### src/rtl/hb_dec_pkg.sv
`timescale 1ns/1ps
// Shared types for the host-bridge address decoder.
// Assumes a 3-bit region code carried on the top-level port.
package hb_dec_pkg;
    typedef enum logic [2:0] {
        RGN_NONE    = 3'd0,
        RGN_IO      = 3'd1,
        RGN_CFG     = 3'd2,
        RGN_MEM     = 3'd3,
        RGN_IACK    = 3'd4,
        RGN_ROM     = 3'd5,
        RGN_CFGDATA = 3'd6,
        RGN_CFGIDX  = 3'd7
    } region_e;

    localparam logic [1:0] SZ_BYTE = 2'd0;
    localparam logic [1:0] SZ_HALF = 2'd1;
    localparam logic [1:0] SZ_BAD  = 2'd3;
endpackage

### src/rtl/hb_region_classify.sv
`timescale 1ns/1ps
// Sorts a CPU address into a raw region and gives the offset from that
// region's base. The config window is tested before general I/O.
// Assumes all windows are naturally placed as given by the parameters.
module hb_region_classify
    import hb_dec_pkg::*;
#(
    parameter logic [31:0] IO_BASE   = 32'h8000_0000,
    parameter logic [31:0] IO_SIZE   = 32'h3F80_0000,
    parameter logic [31:0] CFG_BASE  = 32'h8080_0000,
    parameter int          CFG_LOG2  = 22,
    parameter logic [31:0] MEM_BASE  = 32'hC000_0000,
    parameter logic [31:0] MEM_SIZE  = 32'h3F00_0000,
    parameter logic [31:0] IACK_ADDR = 32'hBFFF_FFF0,
    parameter int          ROM_LOG2  = 20
) (
    input  logic [31:0] addr,
    output region_e     cls,
    output logic [31:0] off
);
    localparam logic [31:0] CFG_TAG  = CFG_BASE >> CFG_LOG2;
    localparam logic [31:0] ROM_BASE = ~((32'h1 << ROM_LOG2) - 32'h1);
    localparam logic [31:0] ROM_TAG  = ROM_BASE >> ROM_LOG2;

    // Priority decode of the address into one region.
    always_comb begin
        cls = RGN_NONE;
        off = 32'h0;
        if ((addr >> CFG_LOG2) == CFG_TAG) begin
            cls = RGN_CFG;
            off = addr - CFG_BASE;
        end else if (addr >= IO_BASE && (addr - IO_BASE) < IO_SIZE) begin
            cls = RGN_IO;
            off = addr - IO_BASE;
        end else if (addr == IACK_ADDR) begin
            cls = RGN_IACK;
        end else if (addr >= MEM_BASE && (addr - MEM_BASE) < MEM_SIZE) begin
            cls = RGN_MEM;
            off = addr - MEM_BASE;
        end else if ((addr >> ROM_LOG2) == ROM_TAG) begin
            cls = RGN_ROM;
            off = addr - ROM_BASE;
        end
    end
endmodule

### src/rtl/hb_io_xlate.sv
`timescale 1ns/1ps
// Folds an I/O offset into a port address. Offsets inside the low window
// use the flat or the sparse scheme. Offsets above it pass unchanged.
// Assumes the low-bit field is narrower than the shift amount.
module hb_io_xlate #(
    parameter int WIN_LOG2 = 23,
    parameter int LO_W     = 5,
    parameter int SHIFT    = 7,
    parameter int FLAT_W   = 16
) (
    input  logic [31:0] off,
    input  logic        sparse,
    output logic [31:0] port
);
    localparam logic [31:0] LO_MASK   = (32'h1 << LO_W) - 32'h1;
    localparam logic [31:0] HI_MASK   = ((32'h1 << (WIN_LOG2 - SHIFT)) - 32'h1) & ~LO_MASK;
    localparam logic [31:0] FLAT_MASK = (32'h1 << FLAT_W) - 32'h1;
    localparam logic [31:0] WIN_SIZE  = 32'h1 << WIN_LOG2;

    // Choose raw, sparse or flat translation.
    always_comb begin
        if (off >= WIN_SIZE)
            port = off;
        else if (sparse)
            port = ((off >> SHIFT) & HI_MASK) | (off & LO_MASK);
        else
            port = off & FLAT_MASK;
    end
endmodule

### src/rtl/hb_cfg_xlate.sv
`timescale 1ns/1ps
// Builds a type-0 configuration address from a window offset. The lowest
// set bit of the select field gives the device number. If no bit is set,
// the number is the field width.
module hb_cfg_xlate #(
    parameter int SEL_LO = 11,
    parameter int SEL_N  = 11,
    parameter int OFF_W  = 22
) (
    input  logic [OFF_W-1:0] off,
    output logic [31:0]      cfg_addr
);
    localparam int DEV_W = $clog2(SEL_N + 1);

    logic [DEV_W-1:0] dev;
    logic             found;

    // Upward scan for the first set select bit.
    always_comb begin
        dev   = DEV_W'(SEL_N);
        found = 1'b0;
        for (int i = 0; i < SEL_N; i++) begin
            if (!found && off[SEL_LO + i]) begin
                dev   = DEV_W'(i);
                found = 1'b1;
            end
        end
    end

    // Join device number and register offset.
    always_comb begin
        cfg_addr = (32'(dev) << SEL_LO) | 32'(off[SEL_LO-1:0]);
    end
endmodule

### src/rtl/hb_cfg_index_reg.sv
`timescale 1ns/1ps
// 32-bit configuration index register with little-endian byte lanes.
// Lanes that would go past byte 3 are dropped on both read and write.
module hb_cfg_index_reg
    import hb_dec_pkg::*;
#(
    parameter int BYTES = 4
) (
    input  logic                 clk,
    input  logic                 rst_n,
    input  logic                 wr_en,
    input  logic [1:0]           lane,
    input  logic [1:0]           size,
    input  logic [8*BYTES-1:0]   wdata,
    output logic [8*BYTES-1:0]   idx_q,
    output logic [8*BYTES-1:0]   rdata
);
    localparam int W = 8 * BYTES;

    logic [BYTES-1:0] nb_mask;
    logic [BYTES-1:0] lane_mask;
    logic [W-1:0]     wsh;
    logic [W-1:0]     rd_mask;

    // Byte-count mask from the size code.
    always_comb begin
        case (size)
            SZ_BYTE: nb_mask = BYTES'(4'b0001);
            SZ_HALF: nb_mask = BYTES'(4'b0011);
            default: nb_mask = BYTES'(4'b1111);
        endcase
        lane_mask = BYTES'(nb_mask << lane);
        wsh       = W'(wdata << {lane, 3'b000});
    end

    genvar k;
    generate
        for (k = 0; k < BYTES; k++) begin : g_lane
            // Byte k of the index register.
            always_ff @(posedge clk) begin
                if (!rst_n)
                    idx_q[8*k +: 8] <= 8'h00;
                else if (wr_en && lane_mask[k])
                    idx_q[8*k +: 8] <= wsh[8*k +: 8];
            end
            assign rd_mask[8*k +: 8] = {8{nb_mask[k]}};
        end
    endgenerate

    assign rdata = (idx_q >> {lane, 3'b000}) & rd_mask;
endmodule

### src/rtl/hb_addr_decoder.sv
`timescale 1ns/1ps
// Top of the host-bridge CPU address decoder. It registers one response
// per request, holds the I/O mode latched on idle edges, and owns the
// configuration index register. It assumes one request per cycle at most.
module hb_addr_decoder
    import hb_dec_pkg::*;
#(
    parameter logic [31:0] IO_BASE   = 32'h8000_0000,
    parameter logic [31:0] IO_SIZE   = 32'h3F80_0000,
    parameter logic [31:0] CFG_BASE  = 32'h8080_0000,
    parameter int          CFG_LOG2  = 22,
    parameter logic [31:0] MEM_BASE  = 32'hC000_0000,
    parameter logic [31:0] MEM_SIZE  = 32'h3F00_0000,
    parameter logic [31:0] IACK_ADDR = 32'hBFFF_FFF0,
    parameter int          ROM_LOG2  = 20,
    parameter int          SEL_LO    = 11,
    parameter int          SEL_N     = 11,
    parameter logic [31:0] IDX_PORT  = 32'h0000_0CF8,
    parameter logic [31:0] DATA_PORT = 32'h0000_0CFC
) (
    input  logic        clk,
    input  logic        rst_n,
    input  logic        req_valid,
    input  logic        req_write,
    input  logic [31:0] req_addr,
    input  logic [1:0]  req_size,
    input  logic [31:0] req_wdata,
    input  logic        io_mode,
    output logic        rsp_valid,
    output logic [2:0]  rsp_region,
    output logic [31:0] rsp_addr,
    output logic        rsp_err,
    output logic [31:0] rsp_rdata
);
    region_e     cls;
    logic [31:0] off;
    logic [31:0] io_port;
    logic [31:0] cfg_addr;
    logic [31:0] idx_q;
    logic [31:0] idx_rd;
    logic        mode_q;
    logic        idx_we;
    region_e     nxt_region;
    logic [31:0] nxt_addr;
    logic        nxt_err;
    logic [31:0] nxt_rdata;

    hb_region_classify #(
        .IO_BASE(IO_BASE), .IO_SIZE(IO_SIZE), .CFG_BASE(CFG_BASE),
        .CFG_LOG2(CFG_LOG2), .MEM_BASE(MEM_BASE), .MEM_SIZE(MEM_SIZE),
        .IACK_ADDR(IACK_ADDR), .ROM_LOG2(ROM_LOG2)
    ) u_cls (
        .addr (req_addr),
        .cls  (cls),
        .off  (off)
    );

    hb_io_xlate u_io (
        .off    (off),
        .sparse (mode_q),
        .port   (io_port)
    );

    hb_cfg_xlate #(.SEL_LO(SEL_LO), .SEL_N(SEL_N), .OFF_W(CFG_LOG2)) u_cfg (
        .off      (off[CFG_LOG2-1:0]),
        .cfg_addr (cfg_addr)
    );

    hb_cfg_index_reg u_idx (
        .clk   (clk),
        .rst_n (rst_n),
        .wr_en (idx_we),
        .lane  (io_port[1:0]),
        .size  (req_size),
        .wdata (req_wdata),
        .idx_q (idx_q),
        .rdata (idx_rd)
    );

    // Final region, address, error and read data for the current request.
    always_comb begin
        nxt_region = RGN_NONE;
        nxt_addr   = 32'h0;
        nxt_err    = 1'b0;
        nxt_rdata  = 32'h0;
        idx_we     = 1'b0;
        if (req_size == SZ_BAD) begin
            nxt_err = 1'b1;
        end else begin
            case (cls)
                RGN_IO: begin
                    if (io_port[31:2] == IDX_PORT[31:2]) begin
                        nxt_region = RGN_CFGIDX;
                        nxt_addr   = io_port;
                        nxt_rdata  = req_write ? 32'h0 : idx_rd;
                        idx_we     = req_valid && req_write;
                    end else if (io_port[31:2] == DATA_PORT[31:2]) begin
                        nxt_region = RGN_CFGDATA;
                        nxt_addr   = {idx_q[31:2], io_port[1:0]};
                    end else begin
                        nxt_region = RGN_IO;
                        nxt_addr   = io_port;
                    end
                end
                RGN_CFG: begin
                    nxt_region = RGN_CFG;
                    nxt_addr   = cfg_addr;
                end
                RGN_MEM, RGN_ROM: begin
                    nxt_region = cls;
                    nxt_addr   = off;
                end
                RGN_IACK: begin
                    if (!req_write) begin
                        if (req_size == SZ_BYTE) nxt_region = RGN_IACK;
                        else                     nxt_err    = 1'b1;
                    end
                end
                default: nxt_err = 1'b1;
            endcase
        end
        if (nxt_err) begin
            nxt_region = RGN_NONE;
            nxt_addr   = 32'h0;
            nxt_rdata  = 32'hFFFF_FFFF;
        end
    end

    // Latch the I/O scheme only when no request is presented.
    always_ff @(posedge clk) begin
        if (!rst_n)         mode_q <= 1'b0;
        else if (!req_valid) mode_q <= io_mode;
    end

    // Register the response one cycle after the request.
    always_ff @(posedge clk) begin
        if (!rst_n || !req_valid) begin
            rsp_valid  <= 1'b0;
            rsp_region <= 3'd0;
            rsp_addr   <= 32'h0;
            rsp_err    <= 1'b0;
            rsp_rdata  <= 32'h0;
        end else begin
            rsp_valid  <= 1'b1;
            rsp_region <= nxt_region;
            rsp_addr   <= nxt_addr;
            rsp_err    <= nxt_err;
            rsp_rdata  <= nxt_rdata;
        end
    end
endmodule

### config.mk
export PLATFORM = sky130hd
export DESIGN_NAME = hb_addr_decoder
export DESIGN_NICKNAME = d
export VERILOG_FILES = /design/src/rtl/hb_dec_pkg.sv /design/src/rtl/hb_region_classify.sv /design/src/rtl/hb_io_xlate.sv /design/src/rtl/hb_cfg_xlate.sv /design/src/rtl/hb_cfg_index_reg.sv /design/src/rtl/hb_addr_decoder.sv
export SDC_FILE = /design/constraint.sdc
export NUM_CORES = 1
export LEC_CHECK = 0
export BUFFER_PORTS_ARGS = -buffer_cell sky130_fd_sc_hd__buf_2
export CAP_MARGIN = 40
export CORE_MARGIN = 4
export CORE_UTILIZATION = 40
export CTS_CLUSTER_DIAMETER = 50
export DETAILED_ROUTE_END_ITERATION = 8
export PLACE_DENSITY_LB_ADDON = 0.25
export REMOVE_ABC_BUFFERS = 1
export SYNTH_ARGS = -nofsm -noshare
export SYNTH_HDL_FRONTEND = slang
export SYNTH_HIERARCHICAL = 1
export SYNTH_SLANG_ARGS = --single-unit
### constraint.sdc
create_clock -name clk -period 6.15 [get_ports clk]
set_input_delay 0 -clock clk [delete_from_list [all_inputs] [get_ports clk]]
set_output_delay 0 -clock clk [all_outputs]
set_load 0.02 [all_outputs]
==> flow_summary.yaml <==
hold_path:
  holdCritPathClass: "input pin to flip-flop"
  worstHoldPathCells: 3
  min_from: "req_write"
  whs_endpoint: "rsp_region[2]$_SDFF_PP0_"
final_layout:
  layout.cells.non_filler: 1049
  layout.nets: 905
  final_cell_mix: "140 x buf_2, 102 x dfxtp_1, 61 x nor2_1, 41 x mux2i_1, 32 x a21o_1"
  diodes: 0
  final_common_cell: "buf_2"
  num-fill-cells: 1602
  synthToLayoutAreaGrowth_pct: 15.7
  drive_gt1_frac: 0.291
  finalInstanceArea_um2: 7590
synth:
  yosys_warnings: 6
  ys_ff_latch: 102
  syn_avg_cell_area_um2: 8.99
  yosysSeqAreaShare: 0.311
  netlist-cell-type-count: 73
  async_reset_ff_frac: 0
  synthCells: 730
  synth_enable_flop_cells: 0
  synth_area_um2: 6560
  synthFlopType: "dfxtp_1"
timing:
  fin_crit_sh: 0.851
  timing.slew.headroom: 0.406
  maxSlewViolCount: 0
  hold_ws_ns: 0.0293
  setup_ws_ns: 0.917
  setup-violations-final: 0
  fin_setup_tns_ns: 0
  final-hold-violation-count: 0
  rsz0062_at_grt: "false"
  clock_skew_ns: 0.0121
  tightest_slew_ns: 0.885
  period_needed_ns: 5.23
  max_freq_mhz: 191
clock_tree:
  cts_setup_buffers: 0
  cts_resized: 0
  clock_latency_ns: 0.35
  clk_pin_slew_worst_paths_ns: 0.07
  ctsHoldBuffers: 11
  htree_num_levels: 3
  cts-root-buf: "clkbuf_16"
  cts_tree: "done"
  cts_buffer_depth: 2
  cts.sinks: 102
  cts_inserted_buffers: 9
setup_path:
  r2r_slack_ns: 2.38
  crit_type: "input pin to flip-flop"
  r2r-end: "u_idx/idx_q[25]$_SDFFE_PN0P_"
  critPathCaptureType: "flip-flop"
  cp-start-kind: "input pin"
  worst-path-max-fanout: 11
  arrival_ns: 5.53
  cp.required_ns: 6.45
  worstRegToRegCells: 10
  crit-reg2reg-launch: "mode_q$_SDFFE_PN0N_"
routing:
  drt-pass1-iter-count: 5
  route.antenna.remaining_nets: 0
  vias: 5989
  wl_um: 20100
  drt_iter0_markers: 473
  drc: 0
  wl_per_cell_um: 19.1
  via_per_inst: 5.71
job:
  drv_cap: 0
floorplan:
  die_w_um: 136
  initial_core_util: 0.410
  io_pins: 140
  die_y_um: 136
  die_area_um2: 18500
  coreArea_um2: 16000
  placementRows: 46
pwr:
  p_per_area_nw_per_um2: 202
  ir_worst_vdd_v: 0.000171
  leakage_nw: 3.32
placement:
  gp_congestion: 0.898
  portBuffers: 139
  pre_cts_ws_ns: 0.691
  placed_cell_area_um2: 7200
  dp_cells: 1023
  hpwl_um: 14900
grt:
  antenna_found_initial: 0
  grt_pass1_wl_um: 31100
  track_usage: 0.214
  grt_pass1_vias: 5601
  grt_overflow_total: 0
  grt_max_degree: 40
run_status:
  outcome: "finished clean"
## Yosys cell counts (all sizes together) (3+ instances only)
master   number  area [um^2]
buf          64          462
and2         24          153
a2bb2oi      16          140
a32oi        30          263
mux2i        41          410
a22oi         3         22.5
inv          11         41.3
a21oi        30          165
a221o        23          230
ha            5         62.6
a32o         16          160
or4           3         30.0
nand2        27          101
or3           3         23.8
o21a          7         52.6
nor2b        41          307
dfxtp       102         2040
clkbuf       34          128
nor4b         3         47.5
a21o         32          240
nor4         19          161
nor3          9         56.3
a211o        10         87.6
nand4        13         87.6
a211oi       26          235
o21ai        19         98.8
nand3        11         55.1
mux2         13          184
nor2         63          239
## flip-flops by register name, indices dropped and copies added, names as in the netlist
signal       count
u_idx/idx_q     32
rsp_valid        1
rsp_addr        32
rsp_region       3
rsp_err          1
rsp_rdata       32
mode_q           1
## through the flow
step,total power (W),utilization
global route,0.00160,0.474
global placement,0.000988,0.447
CTS,0.00154,0.474
finish,0.00153,0.474
floorplan,0.000882,-
detailed placement,0.000989,0.450
## layout make-up
class / instances / area (um^2) / share of cell area
Multi-Input combinational cell: 535 / 3980 / 0.525
Inverter: 11 / 41.3 / 0.00544
Timing Repair Buffer: 170 / 973 / 0.128
Clock inverter: 3 / 25.0 / 0.00330
Sequential cell: 102 / 2040 / 0.269
Clock buffer: 12 / 256 / 0.0338
Tap cell: 216 / 270 / 0.0356
## logic make-up after synthesis
group / count (synthesis) / share of synthesized area
flip-flops: 102 / 0.311
XOR/XNOR: 1 / 0.00134
other: 1 / 0.000572
adder cells (fa/ha/maj): 5 / 0.00954
buffers and inverters: 109 / 0.0961
multiplexers: 54 / 0.0906
AO/OA/AOI/OAI: 228 / 0.282
AND/OR/NAND/NOR: 230 / 0.209
## critical path, cell delays in order
cell	delay (ns)
buf_2	0.14
inv_1	0.08
ha_1	0.21
nor4b_2	0.50
nand4_1	0.26
o211ai_1	0.36
a21oi_1	0.07
a211oi_1	0.48
nor2_1	0.11
nand4_1	0.11
buf_4	0.23
mux2_4	0.33
nor4b_1	0.46
nand4_2	0.33
or2_2	0.40
nor4_1	0.48
o21a_1	0.26
and3_1	0.48
a32o_1	0.24
## power by group
group / switching, W / leakage (nW) / internal (W)
Sequential: 0.00000413 / 0.829 / 0.000677
Clock: 0.000253 / 0.136 / 0.000298
Combinational: 0.000186 / 2.35 / 0.000116
Total: 0.000443 / 3.32 / 0.00109
## worst max path at each step
| stage | from | endpoint | slack [ns] | cells after the start |
|---|---|---|---|---|
| 4_1_cts | req_addr[30] | u_idx/idx_q[25]$_SDFFE_PN0P_ | 1.03 | 19 |
| 3_3_place_gp | req_addr[30] | u_idx/idx_q[30]$_SDFFE_PN0P_ | 0.69 | 19 |
| 2_1_floorplan | req_addr[30] | rsp_addr[12]$_SDFF_PP0_ | 0.18 | 11 |
| 3_5_place_dp | req_addr[30] | u_idx/idx_q[25]$_SDFFE_PN0P_ | 0.69 | 19 |
| 6_report | req_addr[30] | u_idx/idx_q[25]$_SDFFE_PN0P_ | 0.92 | 19 |
| 5_1_grt | req_addr[30] | u_idx/idx_q[27]$_SDFFE_PN0P_ | 0.26 | 19 |
## routing by layer
metal	vias up	track usage	part of all wire	wire, um
met4	0	0.0521	0.016	328
met1	2855	0.295	0.46	9230
li1	2902	-	-	-
met5	-	0	0	0
met3	18	0.0366	0.056	1130
met2	214	0.348	0.47	9380
No activity file was read; power rests on OpenSTA's default activity.
